File: src/rtl/psup_pkg.sv
// Package: shared constants and state encoding for the power-up recall supervisor.
// Assumes: flag indices are used to pick filter instances in a generate loop.
package psup_pkg;
    localparam int NUM_FLAGS  = 3;
    localparam int FLG_RST    = 0;
    localparam int FLG_STORE  = 1;
    localparam int FLG_SWITCH = 2;

    typedef enum logic [1:0] {
        SUP_LOW     = 2'd0,
        SUP_RESTORE = 2'd1,
        SUP_READY   = 2'd2
    } sup_state_e;
endpackage

File: src/rtl/psup_flag_filter.sv
// Module: synchronises one asynchronous comparator flag and accepts a new
// level only after it has been stable for FILT_CYCLES cycles.
// Assumes: FILT_CYCLES >= 1; the accepted level resets to 0 (supply low).
module psup_flag_filter #(
    parameter int FILT_CYCLES = 4
) (
    input  logic clk,
    input  logic rst_n,
    input  logic raw,
    output logic filt
);
    localparam int CW = $clog2(FILT_CYCLES) + 1;

    logic          sync1, sync2;
    logic [CW-1:0] stable_cnt;

    // Two-flop synchroniser for the asynchronous flag.
    always_ff @(posedge clk) begin
        if (!rst_n) begin
            sync1 <= 1'b0;
            sync2 <= 1'b0;
        end else begin
            sync1 <= raw;
            sync2 <= sync1;
        end
    end

    // Stability counter: adopt the synchronised level after FILT_CYCLES differing cycles.
    always_ff @(posedge clk) begin
        if (!rst_n) begin
            filt       <= 1'b0;
            stable_cnt <= '0;
        end else if (sync2 == filt) begin
            stable_cnt <= '0;
        end else if (stable_cnt == CW'(FILT_CYCLES - 1)) begin
            filt       <= sync2;
            stable_cnt <= '0;
        end else begin
            stable_cnt <= stable_cnt + 1'b1;
        end
    end
endmodule

File: src/rtl/psup_recall_arm.sv
// Module: holds the armed-recall latch and the outstanding-request flag.
// Assumes: deep_low is the accepted "below reset level" condition; the latch
// is armed out of reset (power-up) and clears only on recall_done.
module psup_recall_arm (
    input  logic clk,
    input  logic rst_n,
    input  logic deep_low,
    input  logic issue,
    input  logic recall_done,
    output logic armed,
    output logic issued
);
    // Arm on deep supply loss, mark a request outstanding, clear on completion.
    always_ff @(posedge clk) begin
        if (!rst_n) begin
            armed  <= 1'b1;
            issued <= 1'b0;
        end else if (deep_low) begin
            armed  <= 1'b1;
            issued <= 1'b0;
        end else if (issued && recall_done) begin
            armed  <= 1'b0;
            issued <= 1'b0;
        end else if (issue) begin
            issued <= 1'b1;
        end
    end
endmodule

File: src/rtl/psup_restore_timer.sv
// Module: tracks the accepted switch flag, times the restore window after
// each rise and grants access once the window ends and no recall is pending.
// Assumes: RESTORE_CYCLES >= 2; a fall of the switch flag aborts the window.
module psup_restore_timer
    import psup_pkg::*;
#(
    parameter int RESTORE_CYCLES = 27500
) (
    input  logic clk,
    input  logic rst_n,
    input  logic sw_ok,
    input  logic armed,
    output logic sw_rise,
    output logic ready
);
    localparam int TW = $clog2(RESTORE_CYCLES) + 1;

    sup_state_e    state;
    logic          sw_prev;
    logic [TW-1:0] win_cnt;

    assign sw_rise = sw_ok & ~sw_prev;
    assign ready   = (state == SUP_READY);

    // Edge detector history for the accepted switch flag.
    always_ff @(posedge clk) begin
        if (!rst_n) sw_prev <= 1'b0;
        else        sw_prev <= sw_ok;
    end

    // Supply state machine: low, restore window, ready.
    always_ff @(posedge clk) begin
        if (!rst_n) begin
            state   <= SUP_LOW;
            win_cnt <= '0;
        end else begin
            case (state)
                SUP_LOW: begin
                    if (sw_rise) begin
                        state   <= SUP_RESTORE;
                        win_cnt <= '0;
                    end
                end
                SUP_RESTORE: begin
                    if (!sw_ok) begin
                        state <= SUP_LOW;
                    end else if (win_cnt != TW'(RESTORE_CYCLES - 1)) begin
                        win_cnt <= win_cnt + 1'b1;
                    end else if (!armed) begin
                        state <= SUP_READY;
                    end
                end
                SUP_READY: begin
                    if (!sw_ok) state <= SUP_LOW;
                end
                default: state <= SUP_LOW;
            endcase
        end
    end
endmodule

File: src/rtl/pwrup_recall_sup.sv
// Module: top of the power-up recall supervisor. Filters three supply flags,
// arms a recall on power-up or deep loss, issues one recall request per
// recovery and gates normal access and STOREs.
// Assumes: flags obey reset <= store <= switch ordering of the thresholds.
module pwrup_recall_sup
    import psup_pkg::*;
#(
    parameter int FILT_CYCLES    = 4,
    parameter int RESTORE_CYCLES = 27500
) (
    input  logic clk,
    input  logic rst_n,
    input  logic sup_above_rst,
    input  logic sup_above_store,
    input  logic sup_above_switch,
    input  logic recall_done,
    output logic recall_req,
    output logic access_ready,
    output logic store_inhibit
);
    logic [NUM_FLAGS-1:0] raw_flags;
    logic [NUM_FLAGS-1:0] acc_flags;
    logic                 sw_rise, armed, issued, issue, ready;
    logic                 req_q;

    assign raw_flags[FLG_RST]    = sup_above_rst;
    assign raw_flags[FLG_STORE]  = sup_above_store;
    assign raw_flags[FLG_SWITCH] = sup_above_switch;

    // One synchroniser and stability filter per comparator flag.
    for (genvar g = 0; g < NUM_FLAGS; g++) begin : g_flag
        psup_flag_filter #(.FILT_CYCLES(FILT_CYCLES)) u_filt (
            .clk  (clk),
            .rst_n(rst_n),
            .raw  (raw_flags[g]),
            .filt (acc_flags[g])
        );
    end

    assign issue = sw_rise & armed & ~issued;

    psup_recall_arm u_arm (
        .clk        (clk),
        .rst_n      (rst_n),
        .deep_low   (~acc_flags[FLG_RST]),
        .issue      (issue),
        .recall_done(recall_done),
        .armed      (armed),
        .issued     (issued)
    );

    psup_restore_timer #(.RESTORE_CYCLES(RESTORE_CYCLES)) u_timer (
        .clk    (clk),
        .rst_n  (rst_n),
        .sw_ok  (acc_flags[FLG_SWITCH]),
        .armed  (armed),
        .sw_rise(sw_rise),
        .ready  (ready)
    );

    // Register the recall request so it leaves the block as a clean pulse.
    always_ff @(posedge clk) begin
        if (!rst_n) req_q <= 1'b0;
        else        req_q <= issue;
    end

    assign recall_req    = req_q;
    assign access_ready  = ready;
    assign store_inhibit = ~acc_flags[FLG_STORE];
endmodule

File: config.mk
export PLATFORM = sky130hd
export DESIGN_NAME = pwrup_recall_sup
export DESIGN_NICKNAME = d
export VERILOG_FILES = /design/src/rtl/psup_pkg.sv /design/src/rtl/psup_flag_filter.sv /design/src/rtl/psup_recall_arm.sv /design/src/rtl/psup_restore_timer.sv /design/src/rtl/pwrup_recall_sup.sv
export SDC_FILE = /design/constraint.sdc
export NUM_CORES = 1
export LEC_CHECK = 0
export ABC_AREA = 1
export CORE_MARGIN = 10
export CORE_UTILIZATION = 64
export DETAILED_ROUTE_END_ITERATION = 10
export GPL_TIMING_DRIVEN = 0
export MAX_ROUTING_LAYER = met4
export PLACE_DENSITY = 0.94
export SYNTH_ARGS = -nofsm -noshare
export SYNTH_HDL_FRONTEND = slang
export SYNTH_HIERARCHICAL = 1
export SYNTH_SLANG_ARGS = --single-unit
File: constraint.sdc
create_clock -name clk -period 2.3 [get_ports clk]
set_input_delay 0.69 -clock clk [delete_from_list [all_inputs] [get_ports clk]]
set_output_delay 0.69 -clock clk [all_outputs]
set_load 0.02 [all_outputs]
Yosys cells after proc, flatten, opt, wreduce, memory -nomap -nowiden
Cells that the tools add are included.
{ "totals": {"register_bits": 40, "in_bits": 6, "out_inout_bits": 3, "elab_cells": 71} }
{ "classes": {"addsub": 4, "eq_ne": 15, "muxes": 10, "n_bitwise": 11, "reduce_logical": 13} }
{ "op_table": {"columns": ["operator", "count"], "rows": [
  ["16-bit two-way mux", 3],
  ["16-bit case mux with 2 select lines", 1],
  ["16-bit by 1-bit adder with 16-bit output, second input constant", 1],
  ["16-bit by 15-bit != test with 1-bit output, second input constant", 1],
  ["3-bit OR reduction", 4],
  ["2-bit two-way mux", 5],
  ["3-bit by 1-bit adder with 3-bit output, second input constant", 3],
  ["3-bit by 2-bit == test with 1-bit output, second input constant", 3],
  ["1-bit inverter", 8],
  ["2-bit AND reduction", 4],
  ["4-bit AND reduction", 2],
  ["2-bit != test, second input constant", 3],
  ["3-bit != test, second input constant", 2],
  ["2-bit case mux with 3 select lines", 1],
  ["1-bit AND", 3],
  ["1-bit == test", 3],
  ["2-bit by 1-bit == test with 1-bit output, second input constant", 1],
  ["2-bit == test, second input constant", 1],
  ["2-bit logical NOT", 1],
  ["2-bit by 1-bit != test with 1-bit output, second input constant", 1],
  ["2-bit nonzero test", 1],
  ["1-bit logical AND", 1]
]} }

Longest topological paths before layout
Gate-level depths: netlist (run 1).
{ "logic_depth": {"ltp_word": 4, "mapped_depth": 11, "depth_no_buf": 10} }

By module
Netlist (run 1), hierarchy kept.
{ "modules_own_cells": {"columns": ["mod", "n_inst", "cells_each", "area_each_um2", "seq_area_each_um2"], "rows": [
  ["psup_restore_timer", 1, 221, 1341.3, 380.4],
  ["psup_flag_filter", 3, 28, 229.0, 120.1],
  ["psup_recall_arm", 1, 9, 68.8, 40.0],
  ["pwrup_recall_sup", 1, 8, 55.1, 20.0]
]} }

Worst setup path after synthesis (run 1)
OpenSTA, ideal clock, no wires.
{ "synth_timing": {"path_kind": "flip-flop to flip-flop", "from": "register u_timer.win_cnt[0]", "to": "register u_timer.win_cnt[1]", "setup_ps": 118, "arrival_time_ps": 1325, "required_ps": 2182, "path_slack_ps": 857, "stages_incl_launch_ff": 10, "path_buffers": 1, "period_less_slack_ps": 1443, "path_cell_list": "dfxtp_1 -> ha_1 -> nand4_1 -> nor2_4 -> nand3_4 -> nand2_4 -> inv_2 -> buf_6 -> nor2_1 -> nor3_2"} }
{ "synth_via": {"elab_chain_len": 4, "elab_cells_between_ends": 7, "cone_classes": "1 x add/sub; 2 x eq/ne; 3 x mux; 1 x reduce/logical"} }
{ "synth_rtl": {"columns": ["item", "line", "source"], "rows": [
  ["start, declared", "psup_restore_timer.sv:20", "logic [TW-1:0] win_cnt;"],
  ["start signal, assigned", "psup_restore_timer.sv:48", "win_cnt <= win_cnt + 1'b1;"],
  ["16-bit by 1-bit adder with 16-bit output", "psup_restore_timer.sv:48", null],
  ["16-bit two-way mux", "psup_restore_timer.sv:47", "end else if (win_cnt != TW'(RESTORE_CYCLES - 1)) begin"],
  ["16-bit two-way mux", "psup_restore_timer.sv:45", "if (!sw_ok) begin"],
  ["16-bit case mux with 2 select lines", "psup_restore_timer.sv:37", "case (state)"]
]} }
Parallel ways exist; a longest one is shown, timed or not. The select of a mux whose other input is x is not followed.
A chain may end at the register's enable or synchronous reset.

Final worst setup path (run 1)
{ "layout_timing": {"from": "register g_flag[1].u_filt.filt", "to": "output port store_inhibit"} }
{ "layout_via": {"elab_chain_len": 1} }
{ "layout_rtl": {"columns": ["item", "line", "source"], "rows": [
  ["start, declared", "psup_flag_filter.sv:10", "output logic filt"],
  ["start signal, assigned", "psup_flag_filter.sv:36", "filt <= sync2;"],
  ["1-bit inverter", "pwrup_recall_sup.sv:69", "assign store_inhibit = ~acc_flags[FLG_STORE];"],
  ["end, declared", "pwrup_recall_sup.sv:19", "output logic store_inhibit"]
]} }
No other way between the ends.

==> run metrics, run 1 <==
status finished clean; CP peak stage delay 0.59 ns; clock-pin slew on the worst setup and hold paths 0.13 ns; global-route wire length before repair 7.62 mm; crit end category output pin; FF+latch count, synth 40; Congestion Overflow GR 0; Yosys warnings 6; Post-CTS Hold Fix Bufs 0; Flop pwr share 0.566; Crit path buffers/inverters 2; vias in the first global route 1817; die area 6080 um^2; commonest non-fill, non-tap cell in the layout nand2_1; syn_nets 335; DR iter-0 viols 168; largest net degree at the start of global routing 23; cell area after synthesis 2150 um^2; Worst EP required 1.61 ns; r2r setup slk 0.56 ns; H-tree levels 2; average cell area after synthesis 6.68 um^2; Synth top area share 0.372; DRT antenna net count 0; CP Max Fanout 4; crit path DAT 1.36 ns; dpl cells 374; hpwl dp 3.35 mm; Yosys top cell by area dfxtp_1; WL final 4.49 mm; most frequent cells in the layout nand2_1, nor2_1, inv_1; top cells by area, synth dfxtp_1, nand2_1, nor2_1, inv_1, ha_1; final hold violations 0; total number of vias 1914; Worst Slack Setup Final 0.247 ns; Max Freq 487 MHz; Power Total 1.25 mW; DIE HEIGHT 78.0 um; Gate power share 0.048; PortBufs 8; DIE WIDTH 78.0 um; cells after synthesis 322; area of placed instances 2290 um^2; startpoint types register; drt drc 0; via/cell ratio 5.01; final slew viol count 0; total track usage 0.155; VDD IR-drop max 0.623 mV; CP Cell Sequence inv_1 > clkdlybuf4s50_1; synth unique cells 28; slowest CP cell clkdlybuf4s50_1; P_leak 1.07 nW; Sw Share 0.235; cts bufs inserted 5; Setup-failing EPs final 0; RSZ-0062 raised after global routing false; crit share post-route 0.893; Post-Layout Cell Count 382; PwrDens 525 nW/um^2; WL/cell 11.7 um; max_slew headroom 0.463; FP Rows 20; # Max-Cap Violations 0; skew final 0.0153 ns; CTS Root Cell clkbuf_4; Clk pwr share 0.386; Starting Density 0.688; Crit path max-delay family buffers and inverters; core outline area 3130 um^2; sequential share of the synthesized area 0.372; P_sw 0.293 mW; Worst-Skew Late Latency 0.37 ns; post-route minimum period 2.05 ns; ratio of cells with drive above 1 in the final layout 0.136; diode count 0; Tightest Hold Check Type reg2reg; design internal power 0.955 mW; Slew @ Worst Pin 0.804 ns; number of antenna violations at the first check in global routing 0; Clock Tree Buf Depth 2; drt first pass iters 4; TritonCTS clock tree done; pre-CTS WS -0.237 ns; # nets final 350; gpl congestion 0.937; final instance area 2380 um^2; Area Growth Syn to Fin 10.4%; critical path type reg2out; CTS Sinks 40; setup TNS 0 ns; top-level I/O count 9
==> cells in the mapped netlist <==
cell type and n:
buf_4 1, o21ai_0 7, nand2_4 1, dfxtp_1 40, nor2_4 1, nor2_1 55
inv_2 13, a41oi_1 1, xor2_1 2, o21bai_1 1, nor2_2 6, nor3_1 3
nand3_4 2, nand2_1 87, buf_6 2, clkinv_1 1, nand4_1 6, a21oi_1 7
nor2_8 1, nand3_1 13, o21ai_1 2, nor3_2 1, inv_1 52, o21bai_2 1
o21ai_4 1, ha_1 7, nand2_2 3, nand3_2 5
==> metal layers <==
metal | global-route usage | part of all wire | vias to the layer above
met5 | - | 0 | -
met4 | 0.0968 | 0.031 | 0
met3 | 0.0311 | 0.041 | 12
met2 | 0.245 | 0.49 | 42
met1 | 0.177 | 0.44 | 852
li1 | - | - | 1008
==> cell families after synthesis <==
group           after synthesis  share of synthesized area
compound gates               20                     0.0576
fa+ha+maj                     7                     0.0407
buf+inv                      69                      0.129
simple gates                184                      0.392
xor+xnor                      2                    0.00814
flops                        40                      0.372
==> tightest hold or removal path, delay by kind of cell (launching register included) <==
| kind | cells | cell delay, ns |
|---|---|---|
| buf+inv | 1 | 0.03 |
| flops | 1 | 0.31 |
| simple gates | 1 | 0.05 |
==> worst paths after layout <==
| check | startpoint | endpoint | depth (start not counted) |
|---|---|---|---|
| setup / recovery | g_flag[1].u_filt/filt$_SDFFE_PN0P_ | store_inhibit | 2 |
| hold / removal | g_flag[0].u_filt/sync1$_SDFF_PN0_ | g_flag[0].u_filt/sync2$_SDFF_PN0_ | 2 |
| setup reg to reg | u_timer/win_cnt[0]$_SDFFE_PN0P_ | u_timer/win_cnt[10]$_SDFFE_PN0P_ | 9 |
| hold reg to reg | g_flag[0].u_filt/sync1$_SDFF_PN0_ | g_flag[0].u_filt/sync2$_SDFF_PN0_ | 2 |
==> power by group through the flow <==
stage	clock (mW)	sequential [mW]	combinational (mW)
2_1_floorplan	0	0.720	0.0362
3_3_place_gp	0	0.721	0.0562
3_5_place_dp	0	0.722	0.0591
4_1_cts	0.496	0.706	0.0594
5_1_grt	0.514	0.707	0.0671
6_report	0.481	0.706	0.0597
==> flip-flops by register name, indices dropped and copies added (netlist names) <==
name / cells
g_flag.u_filt/filt: 3
g_flag.u_filt/stable_cnt: 9
g_flag.u_filt/sync1: 3
g_flag.u_filt/sync2: 3
recall_req: 1
u_arm/armed: 1
u_arm/issued: 1
u_timer/state: 2
u_timer/sw_prev: 1
u_timer/win_cnt: 16
==> area by class of cell <==
cell class,count,area [um^2]
Sequential cell,40,801
Fill cell,240,752
Tap cell,44,55.1
Timing Repair Buffer,8,85.1
Clock buffer,5,37.5
Buffer,3,30.0
Multi-Input combinational cell,213,1070
Clock inverter,3,46.3
Inverter,66,248
==> what timing repair did <==
| item | CTS | global route |
|---|---|---|
| resized for setup | 0 | 2 |
| setup endpoints to repair | 0 | 2 |
| hold endpoints to repair | 0 | 0 |
| setup buffers | 0 | 0 |
==> through the flow <==
stage | util | hold slack [ns]
2_1_floorplan | - | 0.390
3_3_place_gp | 0.731 | 0.394
3_5_place_dp | 0.731 | 0.403
4_1_cts | 0.758 | 0.431
5_1_grt | 0.760 | 0.442
6_report | 0.760 | 0.427
Power figures use the tool's default switching activity.
==> run 2, diff against run 1 <==
--- a/config.mk
+++ b/config.mk
@@ -12,6 +12,7 @@
 export GPL_TIMING_DRIVEN = 0
 export MAX_ROUTING_LAYER = met4
 export PLACE_DENSITY = 0.94
+export REMOVE_ABC_BUFFERS = 1
 export SYNTH_ARGS = -nofsm -noshare
 export SYNTH_HDL_FRONTEND = slang
 export SYNTH_HIERARCHICAL = 1
==> run metrics, run 2 (synthesized netlist as in run 1, its figures left out) <==
# Max-Cap Violations 0; total number of vias 1873; PortBufs 8; CP endpoint store_inhibit; DR iter-0 viols 198; max_slew headroom 0.439; most frequent cells in the layout nand2_1, nor2_1, inv_1; r2r startpoint u_timer/win_cnt[0]$_SDFFE_PN0P_; gpl congestion 0.917; drt drc 0; skew final 0.00685 ns; core outline area 3130 um^2; Worst EP required 1.61 ns; dpl cells 371; final hold violations 0; CP Cell Sequence inv_1 > clkdlybuf4s50_1; crit share post-route 0.882; pre-CTS WS -0.326 ns; VDD IR-drop max 0.528 mV; DIE HEIGHT 78.0 um; TritonCTS clock tree done; RSZ-0062 raised after global routing false; top flop regs u_timer/win_cnt x16, g_flag.u_filt/stable_cnt x9; diode count 0; hpwl dp 3.16 mm; Crit path max-delay family buffers and inverters; status finished clean; final instance area 2350 um^2; Worst-Skew Late Latency 0.35 ns; Critical path origin g_flag[1].u_filt/filt$_SDFFE_PN0P_; clock-pin slew on the worst setup and hold paths 0.12 ns; Post-Layout Cell Count 379; critical path type reg2out; FP Rows 20; CTS Root Cell clkbuf_4; via/cell ratio 4.94; crit end category output pin; Largest register FFs 16; WL final 4.24 mm; total track usage 0.152; CP Depth 2; FF-to-FF End u_timer/win_cnt[10]$_SDFFE_PN0P_; Post-CTS Hold Fix Bufs 0; area of placed instances 2260 um^2; Slew @ Worst Pin 0.840 ns; CP Max Fanout 4; r2r setup slk 0.54 ns; P_leak 1.04 nW; Clock Tree Buf Depth 2; Worst Slack Setup Final 0.271 ns; post-route minimum period 2.03 ns; DRT antenna net count 0; cts bufs inserted 5; Crit path buffers/inverters 2; Starting Density 0.688; number of antenna violations at the first check in global routing 0; drt first pass iters 4; Area Growth Syn to Fin 9.13%; Biggest register u_timer/win_cnt; ratio of cells with drive above 1 in the final layout 0.128; DIE WIDTH 78.0 um; Reg2Reg Depth 9; Tightest Hold Check Type reg2reg; top-level I/O count 9; die area 6080 um^2; WL/cell 11.2 um; CP peak stage delay 0.59 ns; crit path DAT 1.34 ns; CTS Sinks 40; PwrDens 539 nW/um^2; Setup-failing EPs final 0; Max Freq 493 MHz; global-route wire length before repair 7.54 mm; vias in the first global route 1765; largest net degree at the start of global routing 23; # nets final 347; slowest CP cell clkdlybuf4s50_1; commonest non-fill, non-tap cell in the layout nand2_1; H-tree levels 2; Congestion Overflow GR 0; final slew viol count 0; startpoint types register
-- run 2: cell count changes in the layout (fill, tap and decap cells not counted) --
cell | before | now
clkbuf_8 | 0 | 1
buf_6 | 2 | 0
inv_6 | 1 | 0
clkinvlp_4 | 1 | 0
buf_4 | 1 | 0
dlygate4sd2_1 | 0 | 1
clkinv_4 | 0 | 1
dlymetal6s2s_1 | 2 | 1
-- run 2: through the flow --
step	power, mW	util	hold WS (ns)	setup TNS (ns)
finish	1.27	0.751	0.427	0
global route	1.32	0.751	0.442	0
CTS	1.27	0.750	0.428	0
detailed placement	0.780	0.722	0.400	-1.76
global placement	0.777	0.722	0.393	-1.53
floorplan	0.757	-	0.390	0
-- run 2: power by group --
part           leakage [nW]  internal (mW)  switching (mW)
combinational         0.672         0.0216          0.0376
sequential            0.324          0.701         0.00527
clock                0.0484          0.260           0.240
-- run 2: worst reg2reg max path: stages, from the launching register on --
cell and delay [ns]:
dfxtp_1 0.40, ha_1 0.24, nand2_1 0.11, nor3_1 0.40, nand2_1 0.16, nor2_1 0.12
nand3_1 0.07, nand2_1 0.08, nand2_1 0.05, nor2_1 0.08
-- run 2: worst min path at each step --
stage                                                         start                                        end  slack (ns)  cells after the start
after detailed placement          g_flag[1].u_filt/sync1$_SDFF_PN0_          g_flag[1].u_filt/sync2$_SDFF_PN0_        0.40                      2
after global routing      g_flag[2].u_filt/stable_cnt[0]$_SDFF_PP0_  g_flag[2].u_filt/stable_cnt[0]$_SDFF_PP0_        0.44                      1
after CTS                 g_flag[1].u_filt/stable_cnt[0]$_SDFF_PP0_  g_flag[1].u_filt/stable_cnt[0]$_SDFF_PP0_        0.43                      1
after global placement            g_flag[2].u_filt/sync1$_SDFF_PN0_          g_flag[2].u_filt/sync2$_SDFF_PN0_        0.39                      2
after floorplan                   g_flag[0].u_filt/sync1$_SDFF_PN0_          g_flag[0].u_filt/sync2$_SDFF_PN0_        0.39                      2
final                     g_flag[2].u_filt/stable_cnt[0]$_SDFF_PP0_  g_flag[2].u_filt/stable_cnt[0]$_SDFF_PP0_        0.43                      1
-- run 2: timing repair --
action                     4_1_cts  5_1_grt
gates resized for setup          1        1
pin swaps                        0        0
buffers inserted                 0        0
setup endpoints to repair        1        5
-- run 2: area by class of cell --
type | instances | area [um^2]
multi-input combinational | 213 | 1070
sequential | 40 | 801
fill | 235 | 779
inverter | 66 | 248
timing repair buffer | 8 | 81.3
tap | 44 | 55.1
clock buffer | 6 | 51.3
clock inverter | 2 | 38.8
-- run 2: routing by layer --
| layer | up-vias | track usage | routed length, um |
|---|---|---|---|
| met2 | 66 | 0.236 | 1940 |
| met4 | 0 | 0.0466 | 38 |
| li1 | 996 | - | - |
| met5 | - | - | 0 |
| met3 | 6 | 0.0426 | 256 |
| met1 | 805 | 0.187 | 2010 |
==> run 3, diff against run 2 <==
--- a/config.mk
+++ b/config.mk
@@ -17,3 +17,4 @@
 export SYNTH_HDL_FRONTEND = slang
 export SYNTH_HIERARCHICAL = 1
 export SYNTH_SLANG_ARGS = --single-unit
+export TNS_END_PERCENT = 10
==> results of run 3 <==
Final layout, timing and power as in run 2 (identical DEF).
